## config.mk

```make
export PLATFORM = sky130hd
export DESIGN_NAME = serial_cfg_loader
export DESIGN_NICKNAME = d
export VERILOG_FILES = /design/src/rtl/cfg_loader_pkg.sv /design/src/rtl/cfg_write_gate.sv /design/src/rtl/cfg_bit_shifter.sv /design/src/rtl/cfg_reg_file.sv /design/src/rtl/serial_cfg_loader.sv
export SDC_FILE = /design/constraint.sdc
export NUM_CORES = 1
export LEC_CHECK = 0
export BUFFER_PORTS_ARGS = -buffer_cell sky130_fd_sc_hd__buf_4
export CAP_MARGIN = 20
export CORE_ASPECT_RATIO = 0.9
export CORE_MARGIN = 8
export CORE_UTILIZATION = 60
export CTS_CLUSTER_DIAMETER = 30
export CTS_CLUSTER_SIZE = 25
export DETAILED_ROUTE_END_ITERATION = 16
export GPL_ROUTABILITY_DRIVEN = 1
export HOLD_SLACK_MARGIN = 0.15
export PLACE_DENSITY_LB_ADDON = 0.05
export SLEW_MARGIN = 20
export SYNTH_ARGS = -nofsm -noshare
export SYNTH_HDL_FRONTEND = slang
export SYNTH_SLANG_ARGS = --single-unit
```

## constraint.sdc

```tcl
create_clock -name clk -period 8.5 [get_ports clk]
set_clock_uncertainty 0.05 [all_clocks]
set_input_delay 0 -clock clk [delete_from_list [all_inputs] [get_ports clk]]
set_output_delay 0 -clock clk [all_outputs]
set_load 0.005 [all_outputs]
```

## src/rtl/cfg_loader_pkg.sv

```systemverilog
package cfg_loader_pkg;

  localparam int SR_W = 5;

  typedef enum logic [1:0] {
    SEL_CTRL   = 2'd0,
    SEL_CHR_LO = 2'd1,
    SEL_CHR_HI = 2'd2,
    SEL_PRG    = 2'd3
  } reg_sel_e;

  // right shift, new bit enters at the top
  function automatic logic [SR_W-1:0] shift_step(input logic [SR_W-1:0] sr, input logic b);
    return {b, sr[SR_W-1:1]};
  endfunction

  // spacing test for the dummy-write filter
  function automatic logic gap_ok(input logic [31:0] now_c, input logic [31:0] last_c, input int width);
    logic [31:0] diff;
    diff = (now_c - last_c) & ((width >= 32) ? 32'hFFFF_FFFF : ((32'd1 << width) - 32'd1));
    return diff >= 32'd2;
  endfunction

endpackage

```

## src/rtl/cfg_write_gate.sv

```systemverilog
module cfg_write_gate #(
  parameter int CW = 16
) (
  input  logic          clk,
  input  logic          rst,
  input  logic          wr_en,
  input  logic          page_hi,
  input  logic          data_msb,
  input  logic [CW-1:0] cycle_now,
  output logic          accept
);
  import cfg_loader_pkg::*;

  logic          hit;
  logic          seen;
  logic [CW-1:0] last_cyc;
  logic          spaced;

  assign hit    = wr_en & page_hi;
  assign spaced = gap_ok(32'(cycle_now), 32'(last_cyc), CW);
  assign accept = hit & (data_msb | ~seen | spaced);

  always_ff @(posedge clk) begin
    if (rst) begin
      seen     <= 1'b0;
      last_cyc <= '0;
    end else if (hit) begin
      seen     <= 1'b1;
      last_cyc <= cycle_now;
    end
  end

  // a plain write one cycle after another in-window write is dropped
  assert_adjacent_drop_R6: assert property (@(posedge clk) disable iff (rst)
    (hit && !data_msb && seen && $past(hit) && (cycle_now == CW'($past(cycle_now) + 1'b1)))
      |-> !accept)
    else $error("adjacent write accepted");

  // a restart write is never filtered
  assert_restart_passes_R3: assert property (@(posedge clk) disable iff (rst)
    (hit && data_msb) |-> accept)
    else $error("restart write filtered");

endmodule

```

## src/rtl/cfg_bit_shifter.sv

```systemverilog
module cfg_bit_shifter #(
  parameter int SR_W = cfg_loader_pkg::SR_W
) (
  input  logic            clk,
  input  logic            rst,
  input  logic            accept,
  input  logic            data_msb,
  input  logic            data_lsb,
  output logic            commit,
  output logic            restart,
  output logic [SR_W-1:0] commit_val
);
  import cfg_loader_pkg::*;

  localparam int CNT_W = $clog2(SR_W + 1);
  localparam logic [CNT_W-1:0] LAST_IDX = CNT_W'(SR_W - 1);

  logic [SR_W-1:0]  sr;
  logic [CNT_W-1:0] cnt;
  logic             bit_in;

  assign restart    = accept & data_msb;
  assign bit_in     = accept & ~data_msb;
  assign commit_val = shift_step(sr, data_lsb);
  assign commit     = bit_in & (cnt == LAST_IDX);

  always_ff @(posedge clk) begin
    if (rst || restart || commit) begin
      sr  <= '0;
      cnt <= '0;
    end else if (bit_in) begin
      sr  <= commit_val;
      cnt <= cnt + 1'b1;
    end
  end

  // staging state empty after a restart
  assert_restart_clears_R3: assert property (@(posedge clk) disable iff (rst)
    restart |=> (cnt == '0 && sr == '0))
    else $error("restart left staging state");

  // counter empty after a commit and never beyond the last index
  assert_commit_clears_R2: assert property (@(posedge clk) disable iff (rst)
    commit |=> cnt == '0)
    else $error("commit left counter set");

  assert_count_bound_R2: assert property (@(posedge clk) disable iff (rst)
    cnt <= LAST_IDX)
    else $error("counter overflow");

endmodule

```

## src/rtl/cfg_reg_file.sv

```systemverilog
module cfg_reg_file #(
  parameter int SR_W = cfg_loader_pkg::SR_W
) (
  input  logic            clk,
  input  logic            rst,
  input  logic            commit,
  input  logic            restart,
  input  logic [1:0]      sel,
  input  logic [SR_W-1:0] val,
  output logic [SR_W-1:0] ctrl_q,
  output logic [SR_W-1:0] chr_lo_q,
  output logic [SR_W-1:0] chr_hi_q,
  output logic [SR_W-1:0] prg_q,
  output logic            last_hi_q
);
  import cfg_loader_pkg::*;

  localparam logic [SR_W-1:0] CTRL_INIT = SR_W'(5'b01100);
  localparam logic [SR_W-1:0] MODE_BITS = SR_W'(5'b01100);

  always_ff @(posedge clk) begin
    if (rst) begin
      ctrl_q    <= CTRL_INIT;
      chr_lo_q  <= '0;
      chr_hi_q  <= '0;
      prg_q     <= '0;
      last_hi_q <= 1'b0;
    end else if (restart) begin
      ctrl_q <= ctrl_q | MODE_BITS;
    end else if (commit) begin
      case (reg_sel_e'(sel))
        SEL_CTRL:   ctrl_q <= val;
        SEL_CHR_LO: begin chr_lo_q <= val; last_hi_q <= 1'b0; end
        SEL_CHR_HI: begin chr_hi_q <= val; last_hi_q <= 1'b1; end
        default:    prg_q <= val;
      endcase
    end
  end

  // restart forces both mode bits high and keeps the others
  assert_restart_mode_R3: assert property (@(posedge clk) disable iff (rst)
    restart |=> (ctrl_q[3:2] == 2'b11 && ctrl_q[4] == $past(ctrl_q[4])
                 && ctrl_q[1:0] == $past(ctrl_q[1:0])))
    else $error("restart mode bits wrong");

  // registers hold when nothing is committed
  assert_quiet_hold_R2: assert property (@(posedge clk) disable iff (rst)
    (!commit && !restart) |=> ($stable(ctrl_q) && $stable(chr_lo_q)
                               && $stable(chr_hi_q) && $stable(prg_q) && $stable(last_hi_q)))
    else $error("register changed without commit");

  // a CHR-high commit sets the indicator
  assert_last_hi_R8: assert property (@(posedge clk) disable iff (rst)
    (commit && sel == 2'd2) |=> last_hi_q)
    else $error("indicator not set");

endmodule

```

## src/rtl/serial_cfg_loader.sv

```systemverilog
module serial_cfg_loader #(
  parameter int CW = 16
) (
  input  logic          clk,
  input  logic          rst,
  input  logic          wr_en,
  input  logic [2:0]    wr_page,
  input  logic [7:0]    wr_data,
  input  logic [CW-1:0] cycle_now,
  output logic [1:0]    mirror_mode,
  output logic          prg_slot_sel,
  output logic          prg_mode,
  output logic          chr_mode,
  output logic [4:0]    chr_bank_lo,
  output logic [4:0]    chr_bank_hi,
  output logic [3:0]    prg_bank,
  output logic          wram_off,
  output logic          last_chr_hi
);
  import cfg_loader_pkg::*;

  logic            accept;
  logic            commit;
  logic            restart;
  logic [SR_W-1:0] commit_val;
  logic [SR_W-1:0] ctrl_q, chr_lo_q, chr_hi_q, prg_q;
  logic            unused_data_mid;

  assign unused_data_mid = ^wr_data[6:1];

  cfg_write_gate #(.CW(CW)) u_gate (
    .clk       (clk),
    .rst       (rst),
    .wr_en     (wr_en),
    .page_hi   (wr_page[2]),
    .data_msb  (wr_data[7]),
    .cycle_now (cycle_now),
    .accept    (accept)
  );

  cfg_bit_shifter #(.SR_W(SR_W)) u_shift (
    .clk        (clk),
    .rst        (rst),
    .accept     (accept),
    .data_msb   (wr_data[7]),
    .data_lsb   (wr_data[0]),
    .commit     (commit),
    .restart    (restart),
    .commit_val (commit_val)
  );

  cfg_reg_file #(.SR_W(SR_W)) u_regs (
    .clk       (clk),
    .rst       (rst),
    .commit    (commit),
    .restart   (restart),
    .sel       (wr_page[1:0]),
    .val       (commit_val),
    .ctrl_q    (ctrl_q),
    .chr_lo_q  (chr_lo_q),
    .chr_hi_q  (chr_hi_q),
    .prg_q     (prg_q),
    .last_hi_q (last_chr_hi)
  );

  assign mirror_mode  = ctrl_q[1:0];
  assign prg_slot_sel = ctrl_q[2];
  assign prg_mode     = ctrl_q[3];
  assign chr_mode     = ctrl_q[4];
  assign chr_bank_lo  = chr_lo_q;
  assign chr_bank_hi  = chr_hi_q;
  assign prg_bank     = prg_q[3:0];
  assign wram_off     = prg_q[4];

  // strobes outside the window never commit or restart
  assert_window_only_R9: assert property (@(posedge clk) disable iff (rst)
    !wr_page[2] |-> (!commit && !restart))
    else $error("out-of-window strobe acted");

endmodule

```

=== After elaboration in Yosys (flattened, before gate mapping) ===
Index checks and enable logic that the tools add are counted.

* Flip-flop bits (word level): 46
* Bits of input ports: 30
* Output and inout bits: 21
* Logic and storage cells: 40

* Add/subtract/negate cells: 2
* Magnitude comparators: 1
* Equal/unequal tests: 3
* Mux-type cells: 1
* Bitwise logic cells: 11
* Reductions and logical operators: 12

{| class="wikitable"
|+ Operator list
! cell !! count
|-
| 16-bit by 2-bit >= comparator with 1-bit output, second input constant || 1
|-
| 16-bit subtractor || 1
|-
| 3-bit AND reduction || 5
|-
| 1-bit AND || 5
|-
| 1-bit inverter || 4
|-
| 3-bit by 1-bit adder with 3-bit output, second input constant || 1
|-
| 3-bit equality test, second input constant || 1
|-
| 3-bit OR reduction || 1
|-
| 2-bit by 1-bit equality test with 1-bit output, second input constant || 1
|-
| 2-bit equality test, second input constant || 1
|-
| 2-bit zero test || 1
|-
| 1-bit logical OR || 2
|-
| 1-bit bitwise OR || 2
|-
| 1-bit case mux with 2 select lines || 1
|-
| 2-bit AND reduction || 1
|-
| 2-bit nonzero test || 1
|-
| 2-bit OR reduction || 1
|}

=== Depth between registers and ports, before layout ===
Gate-level depths: netlist of the first run.

* Depth in word-level cells: 7
* Mapped depth: 14
* Depth with buffers taken out: 12

=== Modules after synthesis ===
Synthesis of the first run repeated with hierarchy kept, for this count alone.

* Cell total of the unflattened synthesis: 346
* Area, all modules: 2882.8 um^2

{| class="wikitable"
|+ By module, submodules not included
! module !! times used !! cells an instance !! area each (um^2) !! seq. area each (um^2)
|-
| cfg_write_gate || 1 || 220 || 1575.3 || 340.3
|-
| cfg_reg_file || 1 || 87 || 944.7 || 420.4
|-
| cfg_bit_shifter || 1 || 39 || 362.8 || 140.1
|}

=== Least setup slack after synthesis of the first run ===
No wires, ideal clock.

* Path type: flip-flop to flip-flop
* Start: reg u_gate.last_cyc[8]
* End: reg u_shift.cnt[2]
* Setup time: 0.070 ns
* Arrival: 2.706 ns
* Required time: 8.380 ns
* Slack: 5.674 ns
* Stages on the path, launching flop included: 14
* Path buffers: 2
* Clock period less this slack: 2.826 ns
* Path through: dfxtp_1 inv_1 ha_1 buf_6 a21oi_4 o21ai_2 or4_1 a31oi_1 a2111oi_0 and4_1 buf_6 a21o_1 or4b_1 a21oi_1

* Word-level cells in the longest chain between the ends: 7
* Elaborated cells on any way between the ends: 9
* Those cells by class: 1 x add/sub; 1 x order compare; 5 x bitwise; 2 x reduce/logical

{| class="wikitable"
|+ RTL lines
! element !! line !! text
|-
| start, declared || cfg_write_gate.sv:16 || <nowiki>logic [CW-1:0] last_cyc;</nowiki>
|-
| start signal, assigned || cfg_write_gate.sv:29 || <nowiki>last_cyc <= cycle_now;</nowiki>
|-
| 16-bit subtractor * || cfg_loader_pkg.sv:20 || <nowiki>diff = (now_c - last_c) & ((width >= 32) ? 32'hFFFF_FFFF : ((32'd1 << width) - 32'd1));</nowiki>
|-
| 16-bit by 2-bit >= comparator with 1-bit output * || cfg_loader_pkg.sv:21 || <nowiki>return diff >= 32'd2;</nowiki>
|-
| 1-bit bitwise OR * || cfg_write_gate.sv:21 || <nowiki>assign accept = hit & (data_msb | ~seen | spaced);</nowiki>
|-
| 1-bit AND * || cfg_write_gate.sv:21 ||
|-
| 1-bit AND (on tied branches) || cfg_bit_shifter.sv:23, cfg_bit_shifter.sv:22 ||
|-
| 1-bit AND or 1-bit logical OR (tied branches) || cfg_bit_shifter.sv:25, cfg_bit_shifter.sv:28 ||
|-
| 1-bit logical OR || cfg_bit_shifter.sv:28 || <nowiki>if (rst || restart || commit) begin</nowiki>
|-
| end signal, assigned || cfg_bit_shifter.sv:33 || <nowiki>cnt <= cnt + 1'b1;</nowiki>
|-
| end, declared || cfg_bit_shifter.sv:19 || <nowiki>logic [CNT_W-1:0] cnt;</nowiki>
|}

Mark *: on every way between the ends. The rest lies on a longest branch, timed or not.
A chain may end at the register's enable or synchronous reset.

=== Worst setup path after layout of the first run ===
* Start: reg u_gate.last_cyc[1]
* End: reg u_regs.ctrl_q[4]

* Word-level cells in the longest chain between the ends: 7
* Elaborated cells on any way between the ends: 9
* Those cells by class: 1 x add/sub; 1 x order compare; 6 x bitwise; 1 x reduce/logical

{| class="wikitable"
|+ RTL lines
! element !! line !! text
|-
| 16-bit subtractor * || cfg_loader_pkg.sv:20 ||
|-
| 16-bit by 2-bit >= comparator with 1-bit output * || cfg_loader_pkg.sv:21 ||
|-
| 1-bit bitwise OR * || cfg_write_gate.sv:21 ||
|-
| 1-bit AND * || cfg_write_gate.sv:21 ||
|-
| 1-bit AND (on tied branches) || cfg_bit_shifter.sv:23, cfg_bit_shifter.sv:22 ||
|-
| 1-bit AND or 1-bit inverter (tied branches) || n/a ||
|-
| 3-bit AND reduction (no line) * || n/a ||
|-
| end signal, assigned || cfg_reg_file.sv:29 || <nowiki>ctrl_q <= ctrl_q | MODE_BITS;</nowiki>
|-
| end signal, assigned || cfg_reg_file.sv:32 || <nowiki>SEL_CTRL: ctrl_q <= val;</nowiki>
|-
| end, declared || cfg_reg_file.sv:10 || <nowiki>output logic [SR_W-1:0] ctrl_q,</nowiki>
|}

Marked as above.

==> impl_metrics.ini, run 1 <==
[placed_design]
io_buffers = 44
gp_congestion = 0.887
dp_hpwl_microns = 4580
post-place-ws_ns = 5.22

[logic_synthesis]
avgSynthCellArea_sq_um = 8.13
ys_seq_elements = 45
syn_inst = 342
yosysTopAreaCell = dfxtp_1
ys_async_sr_fraction_pct = 0
yosysTopAreaCellShare_pct = 32.4
ys.flop_type = dfxtp_1
ys_seq_area_share_pct = 32.4
synth-edff-count = 0
ys_warn_count = 0
synth.area.top_cells = dfxtp_1, ha_1, mux2i_1, nand2_1, a21oi_1
synth_nets = 394
ys_types = 56
netlist_area_sq_mm = 0.00278

[grt]
met2_usage_pct = 37.2
grt_pass1_wl_microns = 12000
globalRouteMet3Util_pct = 5.61
use_met1_pct = 23.7
antenna_found_initial = 0
grt_pass1_vias = 2673
overflow = 0
grt_usage_pct = 20.8
grt_busiest_layer = met2
grt_max_degree = 46

[clocking]
cts_resized = 0
insertion_delay_ns = 0.30
clk_path_buf_depth = 2
clk_pin_slew_ns = 0.09
htreeDepth = 2
clock_sink_count = 45
post-cts-setup-buffers = 0
cts_tree = built
cts_buffers = 5
cts_root_buf = clkbuf_8

[hold_path]
worstHoldPathType = in -> reg
whs_endpoint = u_regs.last_hi_q
min_delay_path_depth = 5
hp-start = wr_page[0]

[floorplan]
start_util_pct = 62.3
dieArea_sq_mm = 0.00707
row_count = 23
die_y_microns = 80.6
io-pin-count = 51
core_area_sq_mm = 0.00446
die_x_microns = 87.7

[run_status]
outcome = finished, final reports clean

[sta]
layout_min_cycle_time_ns = 3.74
relSlewSlack_pct = 37.9
worst_pin_slew_ns = 0.924
min_period_over_period_pct = 44.0
layout_setup_ws_ns = 4.76
hold_violations = 0
setup_tns_ns = 0
slew_violations = 0
setup_viol = 0
rsz0062_at_grt = false
max_freq_mhz = 267

[cells_and_area]
n_antenna_cell = 0
area_growth_pct = 28.9
finish.utilization_pct = 80.3
layout-drive-gt1-share_pct = 15.4
nets = 467

[flow_run]
drv_cap = 0

[route]
routed-via-count = 2646
drc_errors = 0
drt-wirelength-per-cell_microns = 14.3
detail-route-antenna-nets = 0
via_per_inst = 5.54
dr.pass1.iters = 4
wirelength_microns = 6840
drt_iter0_drc = 111

[pwr]
power_frac_seq_pct = 46.1
power_w = 0.000472
powerDensity_mw_per_mm2 = 132
p_leak_nw = 1.47
p_switching_w = 0.000140
p_clk_share_pct = 30.7
power_frac_comb_pct = 23.2
p_sw_share_pct = 29.6
max-vdd-ir-drop_mv = 0.113
p_int_w = 0.000332

[setup_path]
worst_setup_path_end_kind = register
crit_fanout = 6
worstSetupStartpoint = u_gate.last_cyc[1]
reg2reg_slack_ns = 4.76
cp.arrival_ns = 3.89
crit_required_ns = 8.65
start_kind = register
reg2regPathDepth = 12
critPathKind = reg -> reg
r2r_end = u_regs.ctrl_q[4]
timing.rr.start = u_gate.last_cyc[1]
-- cell families after synthesis --
logic type / synth area share, %
adder cells (fa/ha/maj): 10.2
XOR/XNOR: 0.946
AO/OA/AOI/OAI: 19.8
AND/OR/NAND/NOR: 21.2
flip-flops: 32.4
multiplexers: 9.37
buffers and inverters: 6.12
-- power groups by stage --
| stage | Combinational (W) | Sequential (W) | Clock [W] |
|---|---|---|---|
| after floorplan | 0.0000717 | 0.000222 | 0 |
| after global placement | 0.0000934 | 0.000222 | 0 |
| after detailed placement | 0.0000948 | 0.000222 | 0 |
| after CTS | 0.000107 | 0.000217 | 0.000152 |
| after global routing | 0.000122 | 0.000218 | 0.000158 |
| final | 0.000110 | 0.000217 | 0.000145 |
-- cells in the mapped netlist (all sizes together) (2+ instances only) --
master	instances
and2	3
nand2	54
a2111oi	2
nand3b	5
o21ai	9
or2	2
a21o	4
a21oi	41
a31oi	4
inv	25
o31ai	2
dfxtp	45
a221oi	3
nor3	3
nor2b	7
xor2	3
nand3	6
ha	21
clkbuf	12
o2111ai	3
nand2b	3
o21a	2
buf	3
mux2i	26
nor2	28
or3	4
a211oi	2
-- sequential cells by signal, summed over array words and instances, names as in the netlist --
| signal | flops |
|---|---|
| u_regs.chr_lo_q | 5 |
| u_regs.ctrl_q | 5 |
| u_regs.last_hi_q | 1 |
| u_regs.prg_q | 5 |
| u_shift.cnt | 3 |
| u_gate.seen | 1 |
| u_shift.sr | 4 |
| u_regs.chr_hi_q | 5 |
| u_gate.last_cyc | 16 |
-- layout make-up --
class | count | area (sq um)
clock buffers | 6 | 82.6
fillers | 314 | 880
multi-input cells | 257 | 1710
inverters | 25 | 93.8
repair buffers | 81 | 701
clock inverters | 2 | 17.5
well taps | 62 | 77.6
flip-flops and latches | 45 | 901
-- worst max path at each step --
stage | endpoint | slack [ns] | cells past startpoint
2_1_floorplan | u_shift.cnt[2] | 5.67 | 13
3_3_place_gp | u_shift.cnt[0] | 5.20 | 11
3_5_place_dp | u_shift.cnt[0] | 5.22 | 11
4_1_cts | u_regs.ctrl_q[4] | 4.85 | 12
5_1_grt | u_regs.ctrl_q[4] | 4.54 | 12
6_report | u_regs.ctrl_q[4] | 4.76 | 12
-- cell usage in the layout, fill, tap and decap left out, types with 5 or more instances in the layout --
| cell type | netlist | routed |
|---|---|---|
| nor2_1 | 28 | 28 |
| a21oi_1 | 34 | 34 |
| nand3b_1 | 5 | 5 |
| nand3_1 | 6 | 6 |
| nand2_1 | 54 | 54 |
| a21oi_2 | 6 | 6 |
| o21ai_0 | 7 | 7 |
| inv_1 | 25 | 25 |
| clkbuf_8 | 0 | 6 |
| ha_1 | 21 | 21 |
| mux2i_1 | 26 | 26 |
| nor2b_1 | 6 | 6 |
| dfxtp_1 | 45 | 45 |
| buf_4 | 1 | 44 |
| dlygate4sd3_1 | 0 | 37 |
-- through the flow --
stage                     std cells  hold slack (ns)  cell area, sq um
after detailed placement        433            0.217              3110
after floorplan                 342           0.0860              2780
after CTS                       478            0.170              3580
after global routing            478            0.213              3580
final                           478            0.178              3580
after global placement          433            0.210              3110
-- metal layers --
| layer | routed length [microns] | share of wire (%) | vias to the layer above |
|---|---|---|---|
| met1 | 2960 | 43 | 1228 |
| met2 | 3440 | 50 | 69 |
| met4 | 77 | 1.1 | 0 |
| met3 | 367 | 5.4 | 9 |
| li1 | - | - | 1340 |
| met5 | 0 | 0 | - |
-- worst max-delay path, stage by stage, from the launching register on --
cell and delay [ns]:
dfxtp_1 0.39, inv_1 0.06, ha_1 0.29, nor2b_1 0.14, o2111ai_1 0.41, a21oi_2 0.19
and4b_1 0.21, a2111oi_0 0.37, and4_1 0.50, a21oi_2 0.21, mux2i_1 0.21, nor2_1 0.05
dlygate4sd3_1 0.56
-- what timing repair did --
action / CTS / global route
setup endpoints to repair: 0 / 0
hold buffers: 37 / 0
hold endpoints to repair: 45 / 0
(Power assumes the default switching activity.)
==> inputs of run 2 (changes only) <==
--- a/config.mk
+++ b/config.mk
@@ -9,7 +9,7 @@
 export CAP_MARGIN = 20
 export CORE_ASPECT_RATIO = 0.9
 export CORE_MARGIN = 8
-export CORE_UTILIZATION = 60
+export CORE_UTILIZATION = 56
 export CTS_CLUSTER_DIAMETER = 30
 export CTS_CLUSTER_SIZE = 25
 export DETAILED_ROUTE_END_ITERATION = 16
==> constraint.sdc (replaced) <==
create_clock -name clk -period 3.6 [get_ports clk]
set_clock_uncertainty 0.05 [all_clocks]
set_input_delay 0 -clock clk [delete_from_list [all_inputs] [get_ports clk]]
set_output_delay 0 -clock clk [all_outputs]
set_load 0.005 [all_outputs]
==> run 2 against run 1 <==
Compared with the run above: sequential power increased by 140%; routed wire length rose by 3.0%; final area increased by 0.94%; clock power grew to 2.8 times the previous value; count of clock-buffer cells in the layout did not move; critical path depth rose by 2; worst setup slack got worse by 4.6 ns; flip-flop and latch count unchanged; die area rose by 5.8%; combinational power increased by 140%; largest power group unchanged.
==> impl_metrics.ini, run 2 (synthesis gave the netlist of run 1 again) <==
[run_status]
outcome = finished, final reports clean

[clocking]
clk_pin_slew_ns = 0.09
htreeDepth = 2
cts_buffers = 5
cts_root_buf = clkbuf_8
clk_path_buf_depth = 2
post-cts-setup-buffers = 0
insertion_delay_ns = 0.29
clock_sink_count = 45
cts_tree = built

[placed_design]
post-place-ws_ns = 0.263
dp.cells = 438
io_buffers = 44
gp_congestion = 0.874
dpl_cell_area_sq_mm = 0.00313
dp_hpwl_microns = 4890

[cells_and_area]
n_fill_cell = 369
largest-register = u_gate.last_cyc
largest_register_ffs = 16
multi_input_area_sq_mm = 0.00172
fin_area_sq_mm = 0.00361
n_antenna_cell = 0
finish.utilization_pct = 75.2
regArea_sq_um = 901
final_cell_mix = nand2_1, buf_4, dfxtp_1
nets = 467
area_growth_pct = 30.1
layout-drive-gt1-share_pct = 16.3
fin_cells = 481
final_common_cell = nand2_1

[setup_path]
critPathKind = in -> reg
cp.arrival_ns = 3.62
crit_required_ns = 3.77
crit_fanout = 11
reg2regPathDepth = 11
worst_setup_path_end_kind = register
start_kind = primary input

[pwr]
p_leak_nw = 1.48
max-vdd-ir-drop_mv = 0.304
powerDensity_mw_per_mm2 = 327

[sta]
slew_violations = 0
relSlewSlack_pct = 48.7
worst_pin_slew_ns = 0.770
max_freq_mhz = 290
hold_violations = 0
rsz0062_at_grt = false
layout_setup_ws_ns = 0.155
setup_viol = 0
min_period_over_period_pct = 95.7
setup_tns_ns = 0
layout_min_cycle_time_ns = 3.44

[floorplan]
row_count = 24
start_util_pct = 57.8
die_y_microns = 82.8
die_x_microns = 90.3
core_area_sq_mm = 0.00480
io-pin-count = 51
dieArea_sq_mm = 0.00748

[route]
detail-route-antenna-nets = 0
drt_iter0_drc = 149
dr.pass1.iters = 4
drc_errors = 0
via_per_inst = 5.46
drt-wirelength-per-cell_microns = 14.7
routed-via-count = 2627
wirelength_microns = 7050

[grt]
grt_usage_pct = 19.2
grt_pass1_wl_microns = 12400
antenna_found_initial = 0
overflow = 0
grt_max_degree = 46
grt_pass1_vias = 2683

[flow_run]
drv_cap = 0

[hold_path]
min_delay_path_depth = 5
worstHoldPathType = in -> reg
run 2: changes by cell type in the layout (fill, tap and decap cells not counted), sizes merged:
cell / delta
clkinvlp: +1
buf: +2
dlygate4sd3: -2
bufinv: +1
clkinv: -1
inv: -1
run 2: worst max-delay path, cell delays in order:
cell,delay (ns)
dlygate4sd3_1,0.54
buf_4,0.14
inv_1,0.05
ha_1,0.27
fa_1,0.28
nor2b_4,0.06
o31a_1,0.35
o311a_1,0.32
a211oi_1,0.25
a221oi_1,0.07
and4_1,0.31
a21o_2,0.34
or4b_1,0.50
a21oi_1,0.14
run 2: final timing paths:
| kind | startpoint | to | slack (ns) |
|---|---|---|---|
| setup / recovery | cycle_now[0] | u_shift.cnt[2] | 0.16 |
| hold / removal | wr_page[0] | u_regs.last_hi_q | 0.21 |
| setup reg to reg | u_gate.last_cyc[5] | u_shift.cnt[2] | 0.25 |
| hold reg to reg | u_shift.cnt[1] | u_shift.cnt[1] | 0.43 |
run 2: metrics by stage:
step,hold slack [ns],total power (W)
final,0.214,0.00118
after CTS,0.219,0.00118
after detailed placement,0.216,0.000756
after global routing,0.277,0.00124
after global placement,0.210,0.000751
after floorplan,0.0860,0.000693
run 2: power breakdown:
part / internal [W] / switching [W] / leakage [nW]
registers: 0.000507 / 0.00000597 / 0.365
clock network: 0.000226 / 0.000174 / 0.0574
logic: 0.000121 / 0.000147 / 1.06
run 2: metal layers:
layer	vias to the layer above	global-route usage (%)	routed length, microns
met1	1212	24.4	3450
met2	70	32.2	3160
li1	1337	-	-
met3	8	3.96	366
met4	0	4.98	74
met5	-	0	0
run 2: final cells by class:
type | count | area share (%)
repair buffers | 81 | 19.2
multi-input cells | 257 | 47.7
inverters | 25 | 2.60
clock buffers | 6 | 2.28
clock inverters | 2 | 1.04
flip-flops and latches | 45 | 24.9
well taps | 65 | 2.25
run 2: what timing repair did:
action | CTS | global route
hold endpoints to repair | 45 | 0
setup endpoints to repair | 0 | 3
gates resized for setup | 0 | 3
hold buffers | 35 | 0
==> inputs of run 3 (changes only) <==
--- a/config.mk
+++ b/config.mk
@@ -19,4 +19,5 @@
 export SLEW_MARGIN = 20
 export SYNTH_ARGS = -nofsm -noshare
 export SYNTH_HDL_FRONTEND = slang
+export SYNTH_HIERARCHICAL = 1
 export SYNTH_SLANG_ARGS = --single-unit
==> run 3 against run 2 <==
Compared with the run above: highest routed layer unchanged; worst hold slack worse by 0.024 ns; critical path depth shrank 2; via count is 2.9% higher; critical endpoint is now u_regs/prg_q[0].
==> impl_metrics.ini, run 3 <==
[setup_path]
start_kind = register
cp.arrival_ns = 3.62
worstSetupStartpoint = u_gate/last_cyc[0]
crit_required_ns = 3.74
worst_setup_path_end_kind = register
crit_fanout = 6
critPathKind = reg -> reg
timing.rr.start = u_gate/last_cyc[0]

[floorplan]
die_y_microns = 84.1
row_count = 24
core_area_sq_mm = 0.00489
die_x_microns = 91.6
dieArea_sq_mm = 0.00770
io-pin-count = 51
start_util_pct = 58.9

[placed_design]
dp_hpwl_microns = 5070
io_buffers = 44
gp_congestion = 0.955

[clocking]
cts_buffers = 5
insertion_delay_ns = 0.31
clock_sink_count = 45
cts_root_buf = clkbuf_8
clk_pin_slew_ns = 0.09
clk_path_buf_depth = 2
htreeDepth = 2
cts_tree = built

[sta]
holdWs_ns = 0.189
max_freq_mhz = 287
hold_violations = 0
slew_violations = 0
min_period_over_period_pct = 96.7
setup_tns_ns = 0
relSlewSlack_pct = 54.7
worst_pin_slew_ns = 0.677
layout_min_cycle_time_ns = 3.48
setup_viol = 0

[logic_synthesis]
ys.flop_type = dfxtp_1
synth.most_common_cell = nand2_1
ys_seq_area_share_pct = 31.3
synth_nets = 398
ys_seq_elements = 45
yosysTopAreaCellShare_pct = 31.3
synth.area.top_cells = dfxtp_1, ha_1, mux2i_1, nand2_1, nand2b_1
syn_inst = 346
ys_async_sr_fraction_pct = 0
netlist_top_cells_count = nand2_1, dfxtp_1, nand2b_1, a21oi_1, inv_1
netlist_area_sq_mm = 0.00288
ys_types = 60
avgSynthCellArea_sq_um = 8.33
synth-edff-count = 0
yosysTopAreaCell = dfxtp_1
ys_warn_count = 6

[cells_and_area]
area_growth_pct = 34.5
n_antenna_cell = 0
n_fill_cell = 322
layout-drive-gt1-share_pct = 24.1
largest_register_ffs = 16
final_cell_mix = buf_4, nand2_1, dfxtp_1
nets = 482
finish.utilization_pct = 79.2
regArea_sq_um = 902
largest-register = u_gate/last_cyc
multi_input_area_sq_mm = 0.00190
final_common_cell = buf_4

[flow_run]
drv_cap = 0

[grt]
grt_pass1_wl_microns = 12600
grt_max_degree = 45
overflow = 0
antenna_found_initial = 0
grt_usage_pct = 19.6
grt_pass1_vias = 2653

[hold_path]
worstHoldPathType = in -> reg
hp-start = wr_page[0]

[route]
drc_errors = 0
drt_iter0_drc = 165
dr.pass1.iters = 5
via_per_inst = 5.45
detail-route-antenna-nets = 0
wirelength_microns = 7650
drt-wirelength-per-cell_microns = 15.4
routed-via-count = 2702

[pwr]
powerDensity_mw_per_mm2 = 324
max-vdd-ir-drop_mv = 0.248
p_leak_nw = 1.68

[run_status]
outcome = finished, final reports clean
## run 3: changes by cell type after synthesis, sizes merged, moves of 4 or more
| cell | previous run | this run |
|---|---|---|
| a21oi | 41 | 32 |
| buf | 3 | 9 |
| clkbuf | 12 | 5 |
| mux2i | 26 | 22 |
| nand2b | 3 | 28 |
| nor2 | 28 | 22 |
| nor2b | 7 | 2 |
| xnor2 | 0 | 4 |
## run 3: worst max-delay path, stage by stage, from the launching register on
cell       delay [ns]
dfxtp_2          0.34
ha_4             0.16
fa_2             0.37
xnor2_2          0.15
a2111oi_2        0.30
o31ai_1          0.13
or4_4            0.54
o41ai_4          0.30
o211ai_1         0.16
buf_4            0.18
and2_4           0.16
nand3b_2         0.33
mux2i_1          0.18
## run 3: timing repair
item,4_1_cts,5_1_grt
gates cloned,0,0
endpoints found under the setup margin,18,26
hold buffers,36,0
endpoints found under the hold margin,31,0
gates resized for setup,2,23
pin swaps,2,8
buffers inserted,1,2
## run 3: final timing paths
| check | endpoint | slack, ns | cells past startpoint |
|---|---|---|---|
| max | u_regs/prg_q[0] | 0.12 | 12 |
| min | u_regs/last_hi_q | 0.19 | 5 |
| max reg2reg | u_regs/prg_q[0] | 0.12 | 12 |
| min reg2reg | u_regs/chr_hi_q[4] | 0.43 | 2 |
## run 3: area by class of cell
| cell class | instances | area share [%] |
|---|---|---|
| tap | 65 | 2.10 |
| sequential | 45 | 23.3 |
| clock inverter | 2 | 0.968 |
| inverter | 27 | 2.61 |
| clock buffer | 6 | 2.13 |
| timing repair buffer | 91 | 19.9 |
| multi-input combinational | 260 | 49.0 |
## run 3: metal layers
| metal | GRT usage, % | wire [microns] | vias up |
|---|---|---|---|
| li1 | - | - | 1352 |
| met1 | 26.4 | 3730 | 1252 |
| met2 | 30.3 | 3460 | 94 |
| met3 | 4.23 | 423 | 4 |
| met4 | 5.94 | 40 | 0 |
| met5 | 0 | 0 | - |
## run 3: power breakdown
| part | switching [W] | total [W] | internal (W) |
|---|---|---|---|
| clock | 0.000189 | 0.000414 | 0.000226 |
| sequential | 0.00000718 | 0.000516 | 0.000509 |
| combinational | 0.000166 | 0.000325 | 0.000159 |
## run 3: logic make-up (layout without fill, tap and decap cells)
kind of cell,Yosys count,count (layout),share of synthesized area (%)
simple gates,134,134,23.7
compound gates,74,74,17.7
flops,45,45,31.2
buf+inv,41,126,7.51
fa+ha+maj,22,22,9.81
mux,22,22,7.64
xor+xnor,8,8,2.43
## run 3: stage by stage
stage          cell area (sq um)  worst slack (ns)  cells  power (W)
2_1_floorplan               2880            0.0721    346   0.000711
3_3_place_gp                3240            0.0680    449   0.000779
3_5_place_dp                3240           -0.0716    449   0.000781
4_1_cts                     3740            0.0161    494    0.00122
5_1_grt                     3880           -0.0273    496    0.00131
6_report                    3880             0.120    496    0.00126
